**src/rtl/lsalu_pkg.sv**
```systemverilog
package lsalu_pkg;

  typedef enum logic [3:0] {
    OP_ADD  = 4'd0,
    OP_ADDU = 4'd1,
    OP_SUB  = 4'd2,
    OP_SUBU = 4'd3,
    OP_AND  = 4'd4,
    OP_OR   = 4'd5,
    OP_XOR  = 4'd6,
    OP_NOR  = 4'd7,
    OP_SLL  = 4'd8,
    OP_SRL  = 4'd9,
    OP_SRA  = 4'd10,
    OP_SLT  = 4'd11,
    OP_SLTU = 4'd12,
    OP_LUI  = 4'd13,
    OP_RSV0 = 4'd14,
    OP_RSV1 = 4'd15
  } aluOpE;

  typedef enum logic [2:0] {
    SEL_NONE  = 3'd0,
    SEL_SUM   = 3'd1,
    SEL_LOGIC = 3'd2,
    SEL_SHIFT = 3'd3,
    SEL_LESS  = 3'd4,
    SEL_UPPER = 3'd5
  } resSelE;

  typedef struct packed {
    resSelE     resSel;
    logic       subEn;
    logic       ovfEn;
    logic       zeroExt;
    logic [1:0] logicFn;  // 0 and, 1 or, 2 xor, 3 nor
    logic [1:0] shiftFn;  // 0 left, 1 right zero fill, 2 right sign fill
    logic       lessUns;
  } aluStrbT;

endpackage

```
**src/rtl/lsalu_ctrl.sv**
```systemverilog
module lsalu_ctrl
  import lsalu_pkg::*;
(
  input  logic [3:0] opCode,
  output aluStrbT    strb
);

  aluOpE opDec;
  assign opDec = aluOpE'(opCode);

  always_comb begin
    strb         = '0;
    strb.resSel  = SEL_NONE;
    case (opDec)
      OP_ADD:  begin strb.resSel = SEL_SUM; strb.ovfEn = 1'b1; end
      OP_ADDU: strb.resSel = SEL_SUM;
      OP_SUB:  begin strb.resSel = SEL_SUM; strb.subEn = 1'b1; strb.ovfEn = 1'b1; end
      OP_SUBU: begin strb.resSel = SEL_SUM; strb.subEn = 1'b1; end
      OP_AND:  begin strb.resSel = SEL_LOGIC; strb.zeroExt = 1'b1; strb.logicFn = 2'd0; end
      OP_OR:   begin strb.resSel = SEL_LOGIC; strb.zeroExt = 1'b1; strb.logicFn = 2'd1; end
      OP_XOR:  begin strb.resSel = SEL_LOGIC; strb.zeroExt = 1'b1; strb.logicFn = 2'd2; end
      OP_NOR:  begin strb.resSel = SEL_LOGIC; strb.zeroExt = 1'b1; strb.logicFn = 2'd3; end
      OP_SLL:  begin strb.resSel = SEL_SHIFT; strb.shiftFn = 2'd0; end
      OP_SRL:  begin strb.resSel = SEL_SHIFT; strb.shiftFn = 2'd1; end
      OP_SRA:  begin strb.resSel = SEL_SHIFT; strb.shiftFn = 2'd2; end
      OP_SLT:  begin strb.resSel = SEL_LESS; strb.subEn = 1'b1; end
      OP_SLTU: begin strb.resSel = SEL_LESS; strb.subEn = 1'b1; strb.lessUns = 1'b1; end
      OP_LUI:  strb.resSel = SEL_UPPER;
      default: strb.resSel = SEL_NONE;
    endcase
  end

endmodule

```
**src/rtl/lsalu_datapath.sv**
```systemverilog
module lsalu_datapath
  import lsalu_pkg::*;
#(
  parameter int WIDTH   = 32,
  parameter int IMM_W   = 16,
  parameter bit OUT_REG = 1'b1,
  localparam int SH_W   = $clog2(WIDTH)
) (
  input  logic             clk,
  input  logic             rstN,
  input  logic [WIDTH-1:0] opA,
  input  logic [WIDTH-1:0] opB,
  input  logic [IMM_W-1:0] imm,
  input  logic             useImm,
  input  logic [SH_W-1:0]  shamtConst,
  input  logic             shiftVar,
  input  aluStrbT          strb,
  output logic [WIDTH-1:0] result,
  output logic             zeroFlag,
  output logic             ovfFlag
);

  localparam int EXT_W = WIDTH - IMM_W;

  logic [WIDTH-1:0] immExt, bSel, bAdd, sum;
  logic             carry, ovfRaw, lessSigned, lessBit;
  logic [SH_W-1:0]  shAmt;
  logic [WIDTH-1:0] shiftRes, logicRes, resNext;
  logic             zeroNext, ovfNext;

  // operand selection and immediate extension
  assign immExt = strb.zeroExt ? {{EXT_W{1'b0}}, imm} : {{EXT_W{imm[IMM_W-1]}}, imm};
  assign bSel   = useImm ? immExt : opB;

  // shared adder, also used by both comparisons
  assign bAdd          = strb.subEn ? ~bSel : bSel;
  assign {carry, sum}  = {1'b0, opA} + {1'b0, bAdd} + {{WIDTH{1'b0}}, strb.subEn};
  assign ovfRaw        = (opA[WIDTH-1] == bAdd[WIDTH-1]) && (sum[WIDTH-1] != opA[WIDTH-1]);
  assign lessSigned    = (opA[WIDTH-1] != bSel[WIDTH-1]) ? opA[WIDTH-1] : sum[WIDTH-1];
  assign lessBit       = strb.lessUns ? ~carry : lessSigned;

  // shifter
  assign shAmt = shiftVar ? opA[SH_W-1:0] : shamtConst;
  always_comb begin
    case (strb.shiftFn)
      2'd0:    shiftRes = bSel << shAmt;
      2'd1:    shiftRes = bSel >> shAmt;
      default: shiftRes = $unsigned($signed(bSel) >>> shAmt);
    endcase
  end

  // bitwise unit
  always_comb begin
    case (strb.logicFn)
      2'd0:    logicRes = opA & bSel;
      2'd1:    logicRes = opA | bSel;
      2'd2:    logicRes = opA ^ bSel;
      default: logicRes = ~(opA | bSel);
    endcase
  end

  // result mux
  always_comb begin
    case (strb.resSel)
      SEL_SUM:   resNext = sum;
      SEL_LOGIC: resNext = logicRes;
      SEL_SHIFT: resNext = shiftRes;
      SEL_LESS:  resNext = {{(WIDTH-1){1'b0}}, lessBit};
      SEL_UPPER: resNext = {imm, {EXT_W{1'b0}}};
      default:   resNext = '0;
    endcase
  end

  assign zeroNext = (resNext == '0);
  assign ovfNext  = strb.ovfEn & ovfRaw;

  generate
    if (OUT_REG) begin : g_reg
      always_ff @(posedge clk) begin
        if (!rstN) begin
          result   <= '0;
          zeroFlag <= 1'b1;
          ovfFlag  <= 1'b0;
        end else begin
          result   <= resNext;
          zeroFlag <= zeroNext;
          ovfFlag  <= ovfNext;
        end
      end
    end else begin : g_comb
      assign result   = resNext;
      assign zeroFlag = zeroNext;
      assign ovfFlag  = ovfNext;
    end
  endgenerate

endmodule

```
**src/rtl/lsalu_top.sv**
```systemverilog
module lsalu_top
  import lsalu_pkg::*;
#(
  parameter bit OUT_REG = 1'b1
) (
  input  logic        clk,
  input  logic        rstN,
  input  logic [31:0] opA,
  input  logic [31:0] opB,
  input  logic [15:0] imm,
  input  logic        useImm,
  input  logic [4:0]  shamtConst,
  input  logic        shiftVar,
  input  logic [3:0]  opCode,
  output logic [31:0] result,
  output logic        zeroFlag,
  output logic        ovfFlag
);

  aluStrbT strb;

  lsalu_ctrl u_ctrl (
    .opCode (opCode),
    .strb   (strb)
  );

  lsalu_datapath #(
    .WIDTH   (32),
    .IMM_W   (16),
    .OUT_REG (OUT_REG)
  ) u_dp (
    .clk        (clk),
    .rstN       (rstN),
    .opA        (opA),
    .opB        (opB),
    .imm        (imm),
    .useImm     (useImm),
    .shamtConst (shamtConst),
    .shiftVar   (shiftVar),
    .strb       (strb),
    .result     (result),
    .zeroFlag   (zeroFlag),
    .ovfFlag    (ovfFlag)
  );

  generate
    if (OUT_REG) begin : g_chk
      AST_NO_OVERFLOW: assert property (@(posedge clk) disable iff (!rstN)
        (opCode != 4'd0 && opCode != 4'd2) |=> !ovfFlag);
      AST_ZERO_FLAG: assert property (@(posedge clk) disable iff (!rstN)
        zeroFlag == (result == 32'd0));
      AST_LESS_BINARY: assert property (@(posedge clk) disable iff (!rstN)
        (opCode == 4'd11 || opCode == 4'd12) |=> (result[31:1] == 31'd0));
      AST_UPPER_LOAD: assert property (@(posedge clk) disable iff (!rstN)
        (opCode == 4'd13) |=> (result == {$past(imm), 16'h0000}));
      AST_RESERVED_ZERO: assert property (@(posedge clk) disable iff (!rstN)
        (opCode == 4'd14 || opCode == 4'd15) |=> (zeroFlag && !ovfFlag));
    end
  endgenerate

endmodule

```
**config.mk**
```make
export PLATFORM = sky130hd
export DESIGN_NAME = lsalu_top
export DESIGN_NICKNAME = d
export VERILOG_FILES = /design/src/rtl/lsalu_pkg.sv /design/src/rtl/lsalu_ctrl.sv /design/src/rtl/lsalu_datapath.sv /design/src/rtl/lsalu_top.sv
export SDC_FILE = /design/constraint.sdc
export NUM_CORES = 1
export LEC_CHECK = 0
export ABC_AREA = 1
export BUFFER_PORTS_ARGS = -buffer_cell sky130_fd_sc_hd__buf_2
export CORE_UTILIZATION = 40
export DETAILED_ROUTE_END_ITERATION = 10
export PLACE_DENSITY = 0.66
export SLEW_MARGIN = 5
export SYNTH_ARGS = -nofsm -noshare
export SYNTH_HDL_FRONTEND = slang
export SYNTH_SLANG_ARGS = --single-unit
```
**constraint.sdc**
```tcl
create_clock -name clk -period 3.9 [get_ports clk]
set_input_delay 0 -clock clk [delete_from_list [all_inputs] [get_ports clk]]
set_output_delay 0 -clock clk [all_outputs]
set_load 0.05 [all_outputs]
```
=== After elaboration in Yosys (flattened, before gate mapping) ===
Index checks and enable logic that the tools add are counted.

* Output and inout bits: 34
* Input bits: 93
* Bits in registers: 34

* Reduce and logical (&&, ||, !) cells: 11
* Shift operators: 3
* Mux-type cells: 15
* Eq/ne operators: 24
* $add $sub $neg: 2
* Bitwise operators: 7

{| class="wikitable"
|+ Operators with widths
! cell !! count
|-
| $pmux 32 s5 || 1
|-
| $mux 32 || 3
|-
| $pmux 32 s3 || 1
|-
| $not 32->32 || 2
|-
| $pmux 32 s2 || 1
|-
| $add 32x32->33 || 1
|-
| $add 33x1->33 || 1
|-
| $and 32x32->32 || 1
|-
| $logic_not 32->1 || 1
|-
| $or 32x32->32 || 1
|-
| $shl 32x5->32 || 1
|-
| $shr 32x5->32 || 1
|-
| $sshr 32x5->32 || 1
|-
| $xor 32x32->32 || 1
|-
| $eq 4x4->1 const B || 6
|-
| $eq 4x3->1 const B || 4
|-
| $pmux 3 s5 || 1
|-
| $pmux 3 s4 || 1
|-
| $reduce_or 4->1 || 3
|-
| $eq 4x2->1 const B || 2
|-
| $eq 3x2->1 const B || 2
|-
| $eq 3x3->1 const B || 2
|-
| $mux 1 || 5
|-
| $mux 5 || 1
|-
| 14 further kinds || 18
|}

=== Depth between registers and ports, before layout ===
Gate-level depths: netlist of the first run.

* Depth after elaboration: 12
* Mapped depth: 27
* Gate-level depth less buffers: 26

=== Cells and area by module ===
A second synthesis of the first run with hierarchy kept.

* Cell total of the unflattened synthesis: 1,946
* Area total of the unflattened synthesis: 10,503.8 µm²

{| class="wikitable"
|+ Modules (own cells, without submodules)
! module !! cells an instance !! times used !! seq. area each (µm²) !! area an instance (µm²)
|-
| lsalu_datapath || 1,917 || 1 || 680.7 || 10,382.5
|-
| lsalu_ctrl || 29 || 1 || 0.0 || 121.4
|}

=== Worst setup path after synthesis of the first run ===
OpenSTA, ideal clock, no wires.

* Path kind: input port to flip-flop
* From: in opCode[0]
* To: reg u_dp.zeroFlag
* Required time: 3,833 ps
* Library setup time: 67 ps
* Cell stages on the path: 24
* Buffers on the path: 1
* Arrival time: 2,810 ps
* Slack: 1,023 ps
* Cell sequence: nor2_2 > nand2_1 > nand2_1 > buf_1 > xor2_1 > ha_1 > nand2_1 > o21ai_1 > nand2_1 > nand2_1 > inv_1 > o21ai_1 > nand2_1 > nand2_1 > a21oi_1 > o21ai_1 > nand3_1 > inv_1 > nand2_1 > nor2_1 > nand2_1 > nor2_1 > nand2_1 > o21ai_2

* Longest elaborated chain between the ends: 12

{| class="wikitable"
|+ RTL lines
! element !! line !! RTL
|-
| from (decl) || lsalu_top.sv:14 || <nowiki>input logic [3:0] opCode,</nowiki>
|-
| $eq 4x3->1 || lsalu_ctrl.sv:14 || <nowiki>case (opDec)</nowiki>
|-
| $pmux 3 s4 || lsalu_ctrl.sv:14 ||
|-
| $mux 32 || lsalu_datapath.sv:32 || <nowiki>assign immExt = strb.zeroExt ? {{EXT_W{1'b0}}, imm} : {{EXT_W{imm[IMM_W-1]}}, imm};</nowiki>
|-
| $mux 32 || lsalu_datapath.sv:33 || <nowiki>assign bSel = useImm ? immExt : opB;</nowiki>
|-
| $not 32->32 || lsalu_datapath.sv:36 || <nowiki>assign bAdd = strb.subEn ? ~bSel : bSel;</nowiki>
|-
| $mux 32 || lsalu_datapath.sv:36 ||
|-
| $add 32x32->33 || lsalu_datapath.sv:37 || <nowiki>assign {carry, sum} = {1'b0, opA} + {1'b0, bAdd} + {{WIDTH{1'b0}}, strb.subEn};</nowiki>
|-
| $add 33x1->33 || lsalu_datapath.sv:37 ||
|-
| $mux 1 or $not 1->1 (tied branches) || lsalu_datapath.sv:39, lsalu_datapath.sv:40 ||
|-
| $mux 1 || lsalu_datapath.sv:40 || <nowiki>assign lessBit = strb.lessUns ? ~carry : lessSigned;</nowiki>
|-
| $pmux 32 s5 * || lsalu_datapath.sv:64 || <nowiki>case (strb.resSel)</nowiki>
|-
| $logic_not 32->1 * || lsalu_datapath.sv:74 || <nowiki>assign zeroNext = (resNext == '0);</nowiki>
|-
| to (signal assigned) || lsalu_datapath.sv:86 || <nowiki>zeroFlag <= zeroNext;</nowiki>
|-
| to (decl) || lsalu_datapath.sv:19 || <nowiki>output logic zeroFlag,</nowiki>
|}

Every way passes the cells marked *; elsewhere a longest branch is shown, timed or not.
A chain may end at the register's enable or synchronous reset.

=== Final worst setup path of the first run ===
* From: in useImm
* To: reg u_dp.zeroFlag

* Longest elaborated chain between the ends: 9

{| class="wikitable"
|+ RTL lines
! element !! line !! RTL
|-
| from (decl) || lsalu_top.sv:11 || <nowiki>input logic useImm,</nowiki>
|-
| $mux 32 * || lsalu_datapath.sv:33 ||
|-
| $not 32->32 || lsalu_datapath.sv:36 ||
|-
| $mux 32 || lsalu_datapath.sv:36 ||
|-
| $add 32x32->33 || lsalu_datapath.sv:37 ||
|-
| $add 33x1->33 || lsalu_datapath.sv:37 ||
|-
| $mux 1 or $not 1->1 (tied branches) || lsalu_datapath.sv:39, lsalu_datapath.sv:40 ||
|-
| $mux 1 || lsalu_datapath.sv:40 ||
|-
| $pmux 32 s5 * || lsalu_datapath.sv:64 ||
|-
| $logic_not 32->1 * || lsalu_datapath.sv:74 ||
|}

Marked as above.

==> run_results.csv, run 1 <==
group,metric,value,unit
run_status,status,"finished clean",
synthesis,synthAdderAreaFrac,10.83,%
cts,cts_sinks,34,
floorplanning,rows,60,
routing,drc,0,
critical_path,crit_path_start_kind,"primary input",
place,port_buffers,126,
min_path,holdCritPathClass,"in -> reg",
cts,cts.path.max_buffers,2,
final_layout,fin_nets,2325,
final_layout,synthToLayoutAreaGrowth,12.18,%
final_layout,diodes,0,
power_and_ir_drop,p_sw,1929,µW
min_path,min_from,"opA[31]",
sta,final.period_utilization,86.58,%
sta,tightest_slew,0.9031,ns
floorplanning,die_y,169.1,µm
sta,relSlewSlack,39.57,%
synthesis,synthDistinctLibCells,53,
cts,cts_root_buffer,"clkbuf_16",
min_path,hold_depth,3,
synthesis,synth_compound_area_share,15.12,%
power_and_ir_drop,netSwitchingFraction,57.28,%
sta,fmax,296.2,MHz
power_and_ir_drop,p_per_area,268.8,mW/mm²
cts,cts_tree,"yes",
routing,wl,55.11,mm
synthesis,async_flop_share,0,%
final_layout,fin_cells,2509,
cts,cts-buffers-inserted,5,
synthesis,synth_top_area_share,21.05,%
sta,rsz0062_at_grt,"false",
synthesis,synth_ff_type,"dfxtp_1",
floorplanning,die_w,169.1,µm
power_and_ir_drop,power_leakage,0.006687,µW
synthesis,yosys.area.top_type,"nand2_1",
floorplanning,io_pins,127,
sta,setup_tns,0,ns
routing,drtIter0Drc,2271,
synthesis,ys_ff_latch,34,
power_and_ir_drop,total_power,3367,µW
critical_path,critPathRequiredTime,4.12,ns
cts,post_cts_buffers,0,
min_path,min_to,"u_dp.ovfFlag",
synthesis,synth_top_family_by_area,"simple AND/OR/NAND/NOR gates",
sta,setup_violations,0,
floorplanning,die_area,0.02858,mm²
synthesis,ys.warnings.count,0,
routing,post_drt_wl_per_cell,21.97,µm
synthesis,synth.avg_cell_area,5.508,µm²
routing,firstDrtPassIters,8,
grt,grt_pass1_vias,13090,
synthesis,syn_nets,2216,
synthesis,synthMuxAreaShare,0,%
routing,postRouteAntennaNets,0,
sta,hold_viol_final,0,
power_and_ir_drop,p_comb_share,75.3,%
critical_path,worst_setup_path_end_kind,"flip-flop",
synthesis,syn_inst,2027,
synthesis,post-synth-top-count-cell,"nand2_1",
synthesis,yosysSeqAreaShare,6.097,%
synthesis,synth_common_cells,"626 x nand2_1, 347 x nand3_1, 201 x inv_1",
sta,hold_ws,0.08877,ns
grt,antenna_found_initial,1,
grt,grt_usage,38.05,%
floorplanning,core-area,0.02718,mm²
sta,slew_viol_final,0,
place,place_inst,2500,
power_and_ir_drop,ir_drop,182.9,µV
power_and_ir_drop,clock_power_share,13.2,%
critical_path,critPathKind,"in -> reg",
final_layout,drive_gt1_share,16.10,%
synthesis,synth_edf_count,0,
synthesis,syn_area,0.01116,mm²
power_and_ir_drop,seqPwrFrac,11.6,%
place,dp_hpwl,45.50,mm
cts,cts.hold.buffers_added,1,
power_and_ir_drop,p_int,1438,µW
critical_path,arrival,3.59,ns
synthesis,yosys-top-cells-area,"nand2_1 21%, nand3_1 16%, ha_1 11%",
grt,grt_pass1_wl,81.59,mm
floorplanning,start_util,41.08,%
sta,finalCriticalPeriod,3.376,ns
place,gp_congestion,1.079,
routing,vias_per_cell,5.840,
cts,clkSlewWorstSetupHoldPaths,0.06,ns
critical_path,crit_fanout,25,
cts,cts.repair.resized,0,
cts,cts-htree-levels,2,
job,drv_cap,0,
grt,grt-ovfl-total,0,
grt,grt_max_degree,71,
routing,vias,14650,
synthesis,yosys.area_share.simple,53.12,%
synthesis,synth-xor-area-share,2.432,%
## layout make-up
cell class | count | area (µm²)
Sequential cell | 34 | 680.7
Multi-Input combinational cell | 1673 | 9141
Timing Repair Buffer | 198 | 1224
Clock inverter | 3 | 45.04
Inverter | 224 | 843.3
Clock buffer | 5 | 125.1
Tap cell | 372 | 465.4
Fill cell | 3079 | 14650
## metal layers
metal / global-route usage [%] / up-vias / share of wire (%)
li1: - / 6882 / -
met1: 53.00 / 6741 / 43
met2: 58.89 / 901 / 42
met3: 6.640 / 127 / 11
met4: 12.53 / 2 / 4.0
met5: 0 / - / 0.024
## registers in the layout, summed over array words and instances (netlist names)
name and flops:
u_dp.ovfFlag 1, u_dp.zeroFlag 1, u_dp.result 32
## power groups by stage
stage,Sequential (µW),Combinational [µW],Clock (µW)
4_1_cts,390,2450,444
3_3_place_gp,397,2430,0
3_5_place_dp,397,2440,0
6_report,389,2530,444
2_1_floorplan,518,1530,0
5_1_grt,392,2730,459
## critical path: stages
cell,delay [ns]
buf_2,0.20
buf_4,0.32
nand2_1,0.09
nand2_1,0.22
inv_1,0.13
xor2_1,0.18
ha_1,0.36
nand2_1,0.09
nand2_1,0.09
a31oi_1,0.26
o21ai_0,0.18
a21oi_1,0.39
nand3b_1,0.20
nand3b_1,0.09
nand3_1,0.15
nand3_1,0.18
nor2_1,0.15
nand2_1,0.06
nor2_1,0.09
nand2_1,0.07
o21ai_2,0.10
## kinds of logic (layout without fill, tap and decap cells)
logic type	after synthesis	count (layout)
XOR/XNOR	31	31
AO/OA/AOI/OAI	284	284
flip-flops	34	34
adder cells (fa/ha/maj)	96	96
buffers and inverters	320	430
AND/OR/NAND/NOR	1262	1262
## through the flow
stage	utilization (%)	instance area, µm²	worst slack [ns]
global placement	45.42	12340	0.3688
CTS	46.09	12520	0.6514
global route	46.09	12520	0.2175
finish	46.09	12520	0.5235
detailed placement	45.42	12340	0.3809
floorplan	-	11160	1.023
## placed cells by master, fill, tap and decap left out, drive strengths merged, types with 9 or more instances in the layout
| cell | synthesis | final |
|---|---|---|
| nand3 | 385 | 385 |
| a21oi | 125 | 125 |
| ha | 95 | 95 |
| a221oi | 20 | 20 |
| xor2 | 12 | 12 |
| dfxtp | 34 | 34 |
| o2111ai | 9 | 9 |
| nand2 | 682 | 682 |
| xnor2 | 19 | 19 |
| nor2 | 156 | 156 |
| o21ai | 93 | 93 |
| or2 | 17 | 17 |
| buf | 60 | 197 |
| inv | 217 | 217 |
## how the worst max path moves through the flow
stage	start	endpoint	slack (ns)	cells past startpoint
2_1_floorplan	opCode[0]	u_dp.zeroFlag	1.02	24
3_3_place_gp	opCode[3]	u_dp.zeroFlag	0.37	23
3_5_place_dp	useImm	u_dp.zeroFlag	0.38	19
4_1_cts	useImm	u_dp.zeroFlag	0.65	25
5_1_grt	useImm	u_dp.zeroFlag	0.22	26
6_report	useImm	u_dp.zeroFlag	0.52	21
No activity file was read; power rests on OpenSTA's default activity.
==> run 2, diff against run 1 <==
--- a/config.mk
+++ b/config.mk
@@ -6,11 +6,14 @@
 export NUM_CORES = 1
 export LEC_CHECK = 0
 export ABC_AREA = 1
+export ABC_CLOCK_PERIOD_IN_PS = 3900
 export BUFFER_PORTS_ARGS = -buffer_cell sky130_fd_sc_hd__buf_2
+export CORE_MARGIN = 4
 export CORE_UTILIZATION = 40
 export DETAILED_ROUTE_END_ITERATION = 10
 export PLACE_DENSITY = 0.66
 export SLEW_MARGIN = 5
 export SYNTH_ARGS = -nofsm -noshare
 export SYNTH_HDL_FRONTEND = slang
+export SYNTH_HIERARCHICAL = 1
 export SYNTH_SLANG_ARGS = --single-unit
==> run_results.csv, run 2 <==
group,metric,value,unit
critical_path,cp_common_cell,"nor2_1",
sta,rsz0062_at_grt,"false",
cts,cts_root_buffer,"clkbuf_16",
min_path,hold_depth,2,
cts,clkSlewWorstSetupHoldPaths,0.05,ns
synthesis,syn_area,0.01050,mm²
synthesis,yosys-top-cells-area,"nand2_1 21%, nand3_1 14%, ha_1 11%",
grt,grt_max_degree,51,
synthesis,yosys.area.top_type,"nand2_1",
power_and_ir_drop,p_per_area,274.4,mW/mm²
sta,setup_violations,0,
routing,drc,0,
synthesis,synthDistinctLibCells,48,
final_layout,seq_area,680.7,µm²
synthesis,async_flop_share,0,%
sta,fmax,272.1,MHz
sta,hold_viol_final,0,
critical_path,crit_family,"simple AND/OR/NAND/NOR gates",
routing,drtIter0Drc,1798,
critical_path,endpoint,"u_dp/zeroFlag",
synthesis,ys_ff_latch,34,
grt,antenna_found_initial,0,
cts,cts_sinks,34,
critical_path,crit_path_start,"opCode[2]",
synthesis,synth.avg_cell_area,5.398,µm²
min_path,min_from,"rstN",
final_layout,multi_input_area,0.008615,mm²
critical_path,critPathRequiredTime,4.06,ns
grt,grt_pass1_vias,12530,
place,dp_slack,0.1550,ns
sta,finalCriticalPeriod,3.675,ns
floorplanning,io_pins,127,
cts,post_cts_buffers,0,
synthesis,syn_inst,1946,
routing,postRouteAntennaNets,0,
sta,hold_ws,0.05368,ns
final_layout,synthToLayoutAreaGrowth,11.16,%
floorplanning,die_w,170.1,µm
critical_path,arrival,3.83,ns
sta,tightest_slew,1.166,ns
sta,relSlewSlack,22.20,%
cts,cts_tree,"yes",
run_status,status,"finished clean",
sta,slew_viol_final,0,
final_layout,final_cell_mix,"593 x nand2_1, 291 x nand3_1, 201 x inv_1",
cts,cts.repair.resized,0,
final_layout,drive_gt1_share,14.38,%
critical_path,worst_setup_path_end_kind,"flip-flop",
final_layout,largest_reg_flops,32,
critical_path,critPathKind,"in -> reg",
power_and_ir_drop,power_leakage,0.006316,µW
critical_path,cpMaxStageDelayCell,"ha_1",
synthesis,synth_top_area_share,21.19,%
final_layout,top_register,"u_dp/result",
floorplanning,start_util,40.54,%
cts,cts-buffers-inserted,5,
grt,grt_pass1_wl,76.91,mm
floorplanning,core-area,0.02591,mm²
critical_path,path_buf_inv,5,
cts,cts-htree-levels,2,
final_layout,fin_cells,2379,
floorplanning,rows,59,
routing,vias_per_cell,5.851,
synthesis,synth_edf_count,0,
critical_path,max_stage_delay,0.43,ns
synthesis,synth_common_cells,"593 x nand2_1, 291 x nand3_1, 201 x inv_1",
sta,final.period_utilization,94.24,%
floorplanning,die_area,0.02892,mm²
critical_path,cp.depth,23,
sta,setup_tns,0,ns
job,drv_cap,0,
critical_path,crit_path_start_kind,"primary input",
synthesis,synth_ff_type,"dfxtp_1",
final_layout,fin_nets,2234,
routing,wl,52.35,mm
cts,cts.hold.buffers_added,0,
routing,post_drt_wl_per_cell,22.00,µm
grt,grt_usage,34.63,%
synthesis,yosysSeqAreaShare,6.480,%
critical_path,path_cells,"buf_2 -> inv_1 -> nand3_1 -> nand3_1 -> inv_1 -> buf_12 -> xor2_1 -> ha_1 -> nand2_1 -> nor2_1 -> inv_1 -> nor3_1 -> nand3_1 -> o21ai_1 -> nor2_1 -> nor2_1 -> nor2_1 -> nand2_1 -> nor2_1 -> nand2_1 -> nor2_1 -> nand2_1 -> nand2_1",
final_layout,layout_commonest_cell,"nand2_1",
place,gp_congestion,1.089,
routing,firstDrtPassIters,7,
final_layout,diodes,0,
place,port_buffers,126,
synthesis,syn_nets,2136,
final_layout,reg_top3,"u_dp/result: 32 flops, u_dp/ovfFlag: 1 flops, u_dp/zeroFlag: 1 flops",
floorplanning,die_y,170.1,µm
min_path,holdCritPathClass,"in -> reg",
cts,cts.path.max_buffers,2,
grt,grt-ovfl-total,0,
place,dp_hpwl,43.38,mm
place,place_inst,2372,
final_layout,nFillCells,2914,
synthesis,ys.warnings.count,6,
critical_path,crit_fanout,19,
power_and_ir_drop,ir_drop,460.4,µV
synthesis,post-synth-top-count-cell,"nand2_1",
routing,vias,13920,
sta,setup_slack,0.2248,ns
-- run 2: cell types whose count changed after synthesis, sizes merged, moves of 4 or more --
cell,change
a21oi,-4
a221oi,+4
a31oi,-5
buf,-9
clkinv,-7
inv,-9
nand2,-31
nand3,-74
nand4,+4
nor2,+16
nor3,+7
o21ai,+27
xnor2,-18
xor2,+21
-- run 2: area by class of cell --
cell class                      instances  area share (%)
Timing Repair Buffer                  178           8.958
Multi-Input combinational cell       1617           73.78
Inverter                              208           6.687
Clock inverter                          2         0.08573
Sequential cell                        34           5.829
Tap cell                              335           3.590
Clock buffer                            5           1.072
-- run 2: routing by layer --
metal | vias up | part of all wire (%) | GRT usage [%]
met1 | 6318 | 42 | 49.00
met3 | 122 | 14 | 10.66
met2 | 898 | 39 | 49.43
li1 | 6581 | - | -
met4 | 0 | 4.5 | 12.08
met5 | - | 0 | 0
-- run 2: stage by stage --
stage	utilization (%)	cell area, µm²	power, µW
6_report	45.06	11680	3204
5_1_grt	45.06	11680	3423
4_1_cts	45.06	11680	3118
3_5_place_dp	44.54	11540	2750
3_3_place_gp	44.54	11540	2755
2_1_floorplan	-	10500	2003
-- run 2: worst min path at each step --
stage	to	slack, ns
after floorplan	u_dp/result[21]	0.12
after global placement	u_dp/zeroFlag	0.34
after detailed placement	u_dp/zeroFlag	0.32
after CTS	u_dp/zeroFlag	0.03
after global routing	u_dp/zeroFlag	0.06
final	u_dp/zeroFlag	0.05
-- run 2: cells by family after synthesis --
group	count (synthesis)	synth area share [%]
adder cells (fa/ha/maj)	97	11.63
AO/OA/AOI/OAI	302	16.82
AND/OR/NAND/NOR	1184	50.45
XOR/XNOR	34	2.835
buffers and inverters	295	11.79
flip-flops	34	6.480
-- run 2: power breakdown --
| group | internal (µW) | switching [µW] |
|---|---|---|
| clock network | 230 | 130 |
| logic | 707 | 1740 |
| registers | 386 | 9.15 |
| total | 1320 | 1880 |
==> run 3, diff against run 2 <==
--- a/config.mk
+++ b/config.mk
@@ -12,6 +12,7 @@
 export CORE_UTILIZATION = 40
 export DETAILED_ROUTE_END_ITERATION = 10
 export PLACE_DENSITY = 0.66
+export REMOVE_ABC_BUFFERS = 1
 export SLEW_MARGIN = 5
 export SYNTH_ARGS = -nofsm -noshare
 export SYNTH_HDL_FRONTEND = slang
==> run_results.csv, run 3 (synthesis gave the netlist of run 2 again) <==
group,metric,value,unit
run_status,status,"finished clean",
cts,cts_tree,"yes",
place,port_buffers,126,
cts,cts_root_buffer,"clkbuf_16",
cts,cts.path.max_buffers,2,
critical_path,crit_family,"simple AND/OR/NAND/NOR gates",
final_layout,largest_reg_flops,32,
critical_path,crit_fanout,12,
floorplanning,die_w,170.1,µm
place,place_inst,2365,
final_layout,final_cell_mix,"593 x nand2_1, 291 x nand3_1, 201 x inv_1",
routing,vias_per_cell,5.838,
grt,grt_usage,33.85,%
final_layout,diodes,0,
routing,drtIter0Drc,1819,
power_and_ir_drop,total_power,3356,µW
grt,grt_max_degree,51,
grt,grt-ovfl-total,0,
cts,cts.repair.resized,0,
sta,relSlewSlack,45.76,%
sta,tightest_slew,0.8127,ns
place,dp_hpwl,41.83,mm
min_path,min_from,"rstN",
grt,grt_pass1_vias,12590,
sta,finalCriticalPeriod,3.534,ns
critical_path,cpMaxStageDelayCell,"ha_1",
final_layout,synthToLayoutAreaGrowth,11.67,%
routing,post_drt_wl_per_cell,21.37,µm
routing,postRouteAntennaNets,0,
sta,hold_ws,0.01729,ns
power_and_ir_drop,ir_drop,258.7,µV
cts,cts-buffers-inserted,5,
power_and_ir_drop,p_per_area,286.1,mW/mm²
floorplanning,core-area,0.02591,mm²
cts,cts.hold.buffers_added,0,
sta,fmax,283.0,MHz
routing,vias,13850,
cts,post_cts_buffers,0,
sta,final.period_utilization,90.62,%
critical_path,max_stage_delay,0.39,ns
job,drv_cap,0,
floorplanning,io_pins,127,
sta,slew_viol_final,0,
routing,wl,50.71,mm
cts,cts-htree-levels,2,
critical_path,crit_path_start,"opCode[2]",
grt,grt_pass1_wl,76.03,mm
critical_path,cp_common_cell,"nand2_1",
place,gp_congestion,1.042,
grt,antenna_found_initial,0,
floorplanning,rows,59,
routing,firstDrtPassIters,7,
critical_path,critPathKind,"in -> reg",
power_and_ir_drop,power_leakage,0.006324,µW
floorplanning,die_area,0.02892,mm²
final_layout,drive_gt1_share,14.23,%
final_layout,top_register,"u_dp/result",
critical_path,path_buf_inv,7,
cts,clkSlewWorstSetupHoldPaths,0.06,ns
final_layout,reg_top3,"u_dp/result: 32 flops, u_dp/ovfFlag: 1 flops, u_dp/zeroFlag: 1 flops",
final_layout,fin_cells,2373,
min_path,holdCritPathClass,"in -> reg",
critical_path,critPathRequiredTime,4.13,ns
critical_path,arrival,3.77,ns
routing,drc,0,
floorplanning,start_util,40.54,%
cts,cts_sinks,34,
sta,setup_violations,0,
final_layout,layout_commonest_cell,"nand2_1",
sta,rsz0062_at_grt,"false",
final_layout,nFillCells,2945,
sta,hold_viol_final,0,
critical_path,worst_setup_path_end_kind,"flip-flop",
final_layout,fin_nets,2227,
critical_path,crit_path_start_kind,"primary input",
floorplanning,die_y,170.1,µm
## run 3: cell types whose count changed in the layout (fill, tap and decap cells not counted), sizes merged
cell	before	now
bufinv	0	2
buf	178	171
clkinv	2	1
## run 3: layout make-up
type / instances / area, µm² / area share [%]
multi-input cells: 1617 / 8625 / 73.53
clock buffers: 5 / 125.1 / 1.067
flip-flops and latches: 34 / 680.7 / 5.803
clock inverters: 3 / 68.82 / 0.5867
well taps: 335 / 419.2 / 3.573
repair buffers: 171 / 1031 / 8.789
inverters: 208 / 780.7 / 6.656
## run 3: metrics by stage
step	TNS (ns)	setup WS, ns	cell area [µm²]	utilization [%]
global route	0	0.002032	11730	45.27
finish	0	0.3659	11730	45.27
detailed placement	-0.03877	-0.03877	11530	44.48
CTS	0	0.2416	11720	45.23
floorplan	0	0.1406	10050	-
global placement	-0.2335	-0.2335	11530	44.48
## run 3: report_power, final
part | leakage [µW] | internal [µW] | total [µW] | switching, µW
logic | 0.00595 | 712 | 2420 | 1710
clock network | 0.0000940 | 368 | 541 | 173
registers | 0.000279 | 385 | 396 | 11.3
## run 3: path summary, 6_finish.rpt
check	endpoint	slack (ns)	cells past startpoint
max	u_dp/zeroFlag	0.37	27
min	u_dp/zeroFlag	0.02	2
## run 3: layer usage
metal	up-vias	global-route usage [%]	part of all wire, %	wire (µm)
li1	6578	-	-	-
met1	6342	47.41	42	21430
met2	830	53.42	43	21780
met3	104	4.692	10	5310
met4	0	11.39	4.3	2195
met5	-	0	0	0
